[src/rtl/port_chg_pkg.sv]
package port_chg_pkg;
  localparam int unsigned SYNC_MIN = 2;

  function automatic logic masked_diff(input logic [31:0] a,
                                       input logic [31:0] b,
                                       input logic [31:0] m);
    return |((a ^ b) & m);
  endfunction
endpackage

[src/rtl/pcd_sync.sv]
module pcd_sync #(
  parameter int unsigned W      = 8,
  parameter int unsigned STAGES = 2
) (
  input  logic         clk_i,
  input  logic [W-1:0] d_i,
  output logic [W-1:0] q_o
);
  logic [W-1:0] stage_q [STAGES];

  always_ff @(posedge clk_i) stage_q[0] <= d_i;

  for (genvar s = 1; s < STAGES; s++) begin : g_stage
    always_ff @(posedge clk_i) stage_q[s] <= stage_q[s-1];
  end

  assign q_o = stage_q[STAGES-1];
endmodule

[src/rtl/pcd_compare.sv]
module pcd_compare
  import port_chg_pkg::*;
#(
  parameter int unsigned W = 4
) (
  input  logic         clk_i,
  input  logic         load_i,
  input  logic [W-1:0] live_i,
  input  logic [W-1:0] en_i,
  output logic [W-1:0] snap_o,
  output logic         diff_o
);
  logic [W-1:0] snap_q;

  always_ff @(posedge clk_i) begin
    if (load_i) snap_q <= live_i;
  end

  assign snap_o = snap_q;
  assign diff_o = masked_diff(32'(live_i), 32'(snap_q), 32'(en_i));
endmodule

[src/rtl/pcd_flag.sv]
module pcd_flag (
  input  logic clk_i,
  input  logic rst_i,
  input  logic set_i,
  input  logic clr_i,
  output logic flag_o
);
  logic flag_q;

  always_ff @(posedge clk_i) begin
    if (rst_i)      flag_q <= 1'b0;
    else if (set_i) flag_q <= 1'b1;
    else if (clr_i) flag_q <= 1'b0;
  end

  assign flag_o = flag_q;
endmodule

[src/rtl/port_change_detect.sv]
module port_change_detect
  import port_chg_pkg::*;
#(
  parameter int unsigned PORT_W      = 8,
  parameter int unsigned MON_LSB     = 4,
  parameter int unsigned SYNC_STAGES = SYNC_MIN,
  localparam int unsigned MON_W      = PORT_W - MON_LSB
) (
  input  logic              clk_i,
  input  logic              rst_i,
  input  logic [PORT_W-1:0] pins_i,
  input  logic [MON_W-1:0]  chg_en_i,
  input  logic              rd_stb_i,
  input  logic              flag_clr_i,
  input  logic              irq_en_i,
  output logic [PORT_W-1:0] rd_data_o,
  output logic              chg_flag_o,
  output logic              irq_o
);
  logic [PORT_W-1:0] pins_s;
  logic [MON_W-1:0]  snap;
  logic              mism;
  logic              set_c;

  pcd_sync #(.W(PORT_W), .STAGES(SYNC_STAGES)) u_sync (
    .clk_i (clk_i),
    .d_i   (pins_i),
    .q_o   (pins_s)
  );

  pcd_compare #(.W(MON_W)) u_cmp (
    .clk_i  (clk_i),
    .load_i (rst_i | rd_stb_i),
    .live_i (pins_s[PORT_W-1:MON_LSB]),
    .en_i   (chg_en_i),
    .snap_o (snap),
    .diff_o (mism)
  );

  // a read absorbs a coincident change into the snapshot, so it cannot set
  assign set_c = mism & ~rd_stb_i;

  pcd_flag u_flag (
    .clk_i  (clk_i),
    .rst_i  (rst_i),
    .set_i  (set_c),
    .clr_i  (flag_clr_i),
    .flag_o (chg_flag_o)
  );

  assign rd_data_o = pins_s;
  assign irq_o     = chg_flag_o & irq_en_i;
endmodule

[config.mk]
export PLATFORM = sky130hd
export DESIGN_NAME = port_change_detect
export DESIGN_NICKNAME = d
export VERILOG_FILES = /design/src/rtl/port_chg_pkg.sv /design/src/rtl/pcd_sync.sv /design/src/rtl/pcd_compare.sv /design/src/rtl/pcd_flag.sv /design/src/rtl/port_change_detect.sv
export SDC_FILE = /design/constraint.sdc
export NUM_CORES = 1
export LEC_CHECK = 0
export ABC_AREA = 0
export CAP_MARGIN = 30
export CORE_MARGIN = 10
export CORE_UTILIZATION = 35
export DETAILED_ROUTE_END_ITERATION = 7
export HOLD_SLACK_MARGIN = 0.05
export PLACE_DENSITY = 0.78
export SYNTH_ARGS = -nofsm -noshare
export SYNTH_HDL_FRONTEND = slang
export SYNTH_SLANG_ARGS = --single-unit
[constraint.sdc]
create_clock -name clk_i -period 1.7 [get_ports clk_i]
set_clock_uncertainty 0.15 [all_clocks]
set_input_delay 0.425 -clock clk_i [delete_from_list [all_inputs] [get_ports clk_i]]
set_output_delay 0.425 -clock clk_i [all_outputs]
set_load 0.03 [all_outputs]
After elaboration in Yosys (flattened, before gate mapping)
Memory sizes are Yosys's and may differ from the RTL's.
Cells that the tools add are included.
{"block": "classes", "n_reduce_logical": 2, "bitwise_logic": 6, "mux": 2}
{"op": "$and 32x4->32", "count": 1}
{"op": "$reduce_or 32->1", "count": 1}
{"op": "$xor 4x4->4", "count": 1}
{"op": "$and 1x1->1", "count": 2}
{"op": "$mux 1", "count": 2}
{"op": "$reduce_bool 2->1", "count": 1}
{"op": "$not 1->1", "count": 1}
{"op": "$or 1x1->1", "count": 1}
{"block": "totals", "mem_count": 1, "wordCells": 13, "out_inout_bits": 10, "regBits": 5, "ramBits": 16, "input_bits": 17}
{"memory": "u_sync.stage_q", "depth": 2, "width": 8, "read_ports": 2, "rd_clocked_by_memory_dff": 0, "wr": 2, "line": "pcd_sync.sv:9", "text": "logic [W-1:0] stage_q [STAGES];"}

Logic depth before layout (Yosys ltp)
An unclocked memory read counts as a cell.
{"block": "depth", "word_depth": 6, "mapped_depth": 4, "mapped_depth_nobuf": 4}

By module
Synthesis repeated with hierarchy kept, for this count alone.
{"block": "hier_totals", "cells_unflattened": 42, "area_unflattened_um2": 614.3}
{"module": "pcd_sync", "area_per_inst_um2": 380.4, "seq_area_each_um2": 320.3, "cells_per_inst": 24, "instances": 1}
{"module": "pcd_compare", "area_per_inst_um2": 173.9, "seq_area_each_um2": 120.1, "cells_per_inst": 11, "instances": 1}
{"module": "pcd_flag", "area_per_inst_um2": 38.8, "seq_area_each_um2": 20.0, "cells_per_inst": 4, "instances": 1}
{"module": "port_change_detect", "area_per_inst_um2": 21.3, "seq_area_each_um2": 0.0, "cells_per_inst": 3, "instances": 1}

Least setup slack after synthesis
Ideal clock, no wire load.
{"block": "synth_path", "path_kind": "reg2out", "start": "register u_flag.flag_q, in the netlist u_flag.flag_o", "end": "output port irq_o", "required_time_ns": 1.125, "n_path_buf": 0, "stages_incl_launch_ff": 2, "setup_slack_ns": 0.280, "arrival_ns": 0.845, "path_cell_list": "dfxtp_1 -> and2_1"}
{"block": "synth_via", "elab_chain_cells": 1}
{"item": "start: declaration", "line": "pcd_flag.sv:8", "text": "logic flag_q;"}
{"item": "start signal: assignment", "line": "pcd_flag.sv:11", "text": "if (rst_i) flag_q <= 1'b0;"}
{"item": "start signal: assignment", "line": "pcd_flag.sv:12", "text": "else if (set_i) flag_q <= 1'b1;"}
{"item": "start signal: assignment", "line": "pcd_flag.sv:13", "text": "else if (clr_i) flag_q <= 1'b0;"}
{"item": "$and 1x1->1", "line": "port_change_detect.sv:52", "text": "assign irq_o = chg_flag_o & irq_en_i;"}
{"item": "end: declaration", "line": "port_change_detect.sv:18", "text": "output logic irq_o"}
Every way passes these cells.

==> key figures <==
Synthesis
  • Syn Inst Count: 40
  • Sequential share of the synthesized area: 76.2%
  • Syn_area_per_cell: 15.1 um2
  • Synth cell types: 11
  • Mux contribution to synthesized area: 0%
  • Synthesized flop and latch total: 21
  • Mapped cell area: 604 um2
  • Synth top area cells: dfxtp_1 (56%), edfxtp_1 (20%), buf_4 (9.9%)
  • Syn Nets: 57
  • Simple-gate share of the synthesized area: 3.31%
  • Adder-cell share of the synthesized area: 0%
  • Yosys top cell area share: 56.3%
  • YS warnings: 0
  • Compound-gate portion of the synthesized area: 4.76%
  • Synth area leader: dfxtp_1
  • Main combinational cell family by area after synthesis: buffers and inverters
  • XOR/XNOR share of the synthesized area: 5.80%

Power
  • Switching power: 0.184 mW
  • Combinational share of power: 12.5%
  • Clk pwr share: 24.7%
  • Worst vdd ir: 0.589 mV
  • Internal Power: 0.688 mW
  • Leak: 0.355 nW
  • Sw frac: 21.1%
  • Sequential power share: 62.8%
  • PD cells: 1030 nW/um2

Worst hold path
  • Sink of the worst hold path: u_sync.stage_q[0][12]$_DFF_P_
  • Hold Crit Class: reg2reg
  • Hold Crit Depth: 0
  • Min-delay src: u_sync.stage_q[0][4]$_DFF_P_

STA
  • Rel. slew slack: 77.7%
  • WHS: 0.185 ns
  • Min cycle time layout: 1.62 ns
  • Max frequency: 0.616 GHz
  • Final Hold Viols: 0
  • RSZ-0062 raised after global routing: false
  • Final setup margin: 0.0766 ns
  • Period Utilization, post-route: 95.5%
  • Endpoints failing setup: 0
  • Max Slew Vio Count: 0
  • Worst-Margin Slew: 0.335 ns

Place
  • DP HPWL: 833 um
  • DP Cell Count: 75
  • Pre-CTS setup slack: -0.0273 ns
  • Port bufs: 26
  • GP Congestion: 0.653
  • Dpl cell area: 830 um2

Worst setup path
  • Worst setup startpoint: u_sync.stage_q[0][15]$_DFF_P_
  • R2r setup slk: 0.40 ns
  • Max Fanout on Critical Path: 3
  • Worst path cell trace: clkdlybuf4s15_1
  • Buf/Inv on CP: 1
  • Reg-to-Reg End: u_flag.flag_o$_SDFFE_PP0P_
  • Worst r2r path cells: 4
  • Crit-path leading delay family: buffers and inverters
  • Critical Path RT: 1.12 ns
  • WP data arrival: 1.05 ns
  • CP max-delay cell: clkdlybuf4s15_1
  • Crit path kind: reg2out
  • Crit Reg-Reg Startpoint: u_cmp.snap_o[0]$_DFFE_PP_
  • Type of origin of the critical path: flop
  • Critical path endpoint category: primary output
  • Critical path's largest stage delay: 0.39 ns

Clock network
  • CTS H-tree lvls: 1
  • Clock buffer depth: 2
  • CTS Sinks: 21
  • CTS tree: done
  • Root Buffer: clkbuf_4
  • Worst-path clk slew: 0.10 ns
  • Worst-Skew Late Latency: 0.28 ns
  • Hold-fix buffers, CTS: 0
  • TritonCTS Buffers: 3
  • Post-CTS setup buffer count: 0

Route
  • DR WL/cell: 12.1 um
  • Routed vias/inst: 4.25
  • Number of remaining DRC errors: 0
  • Routed Antenna Nets: 0
  • DRT iter0 DRCs: 10
  • First-pass DRT Iterations: 2
  • Via Count: 336
  • DRT Wirelength: 952 um

Cells and area
  • Syn-to-layout area delta: 40.8%
  • Share of cells above drive strength 1: 11.1%
  • Utilization after layout: 54.0%
  • Inserted Diodes: 0
  • Fillers: 144
  • Layout Nets: 81
  • Most frequent cells in the layout: dfxtp_1 (17), clkdlybuf4s50_1 (15), dlygate4sd2_1 (7), xor2_1 (4), edfxtp_1 (4)
  • Register area: 460 um2
  • Area occupied by multi-input gates: 83.8 um2
  • Design area: 851 um2
  • Commonest non-fill, non-tap cell in the layout: dfxtp_1
  • Finished Layout Cells: 79

Die
  • Core area: 1580 um2
  • Die area: 3790 um2
  • Die height: 61.6 um
  • DIE WIDTH: 61.6 um
  • IO Count: 27
  • Rows: 14
  • Starting Density: 38.3%

Global routing
  • Pin count of the biggest net entering global routing: 12
  • Initial antenna violation count: 0
  • Grt total ovfl: 0
  • Overall fraction of global-route tracks in use: 5.46%
  • Vias in the first global route: 334
  • First-pass GRT wire length: 1500 um

Run status
  • Status: finished clean

Job
  • # Max-Cap Violations: 0
## synth_stat cells
master and instances:
edfxtp_1 4, nand2_1 1, or2_2 1, a221oi_2 1, a22o_1 1, and2_1 1
xor2_1 4, nor2_1 1, dfxtp_1 17, o21ai_1 1, buf_4 8
## routing by layer
layer	share of wire, %	track usage (%)
met1	46	5.56
met2	43	8.35
met3	11	3.70
met4	0	2.87
met5	0	0
## logic make-up after synthesis
| kind of cell | Yosys count |
|---|---|
| flip-flops | 21 |
| buffers and inverters | 8 |
| XOR/XNOR | 4 |
| AND/OR/NAND/NOR | 4 |
| AO/OA/AOI/OAI | 3 |
## power by group through the flow
| stage | registers, mW | clock network (mW) | logic, mW |
|---|---|---|---|
| floorplan | 0.564 | 0 | 0.0588 |
| global placement | 0.560 | 0 | 0.117 |
| detailed placement | 0.561 | 0 | 0.119 |
| CTS | 0.549 | 0.233 | 0.111 |
| global route | 0.553 | 0.252 | 0.117 |
| finish | 0.548 | 0.215 | 0.109 |
## state kept, by name, summed over array words and instances (netlist names)
name,cells
u_cmp.snap_o,4
u_flag.flag_o,1
u_sync.stage_q,16
## worst max path at each step
stage                        end  cells past startpoint  slack (ns)
floorplan                  irq_o                      1        0.28
CTS                 rd_data_o[7]                      1        0.03
global placement           irq_o                      3       -0.01
global route        rd_data_o[4]                      1        0.02
detailed placement         irq_o                      3       -0.03
finish              rd_data_o[7]                      1        0.08
## cell type report
type | count | area share [%]
timing repair buffer | 27 | 30.6
tap | 16 | 2.35
multi-input combinational | 11 | 9.85
sequential | 21 | 54.1
clock buffer | 4 | 3.09
## per-stage QoR
| step | TNS [ns] | power (mW) |
|---|---|---|
| after floorplan | 0 | 0.623 |
| after global placement | -0.0127 | 0.677 |
| after detailed placement | -0.0273 | 0.680 |
| after CTS | 0 | 0.893 |
| after global routing | 0 | 0.921 |
| final | 0 | 0.873 |
## what timing repair did
action,4_1_cts,5_1_grt
setup endpoints to repair,10,3
pin swaps,1,0
resized for setup,11,3
Power figures use the tool's default switching activity.
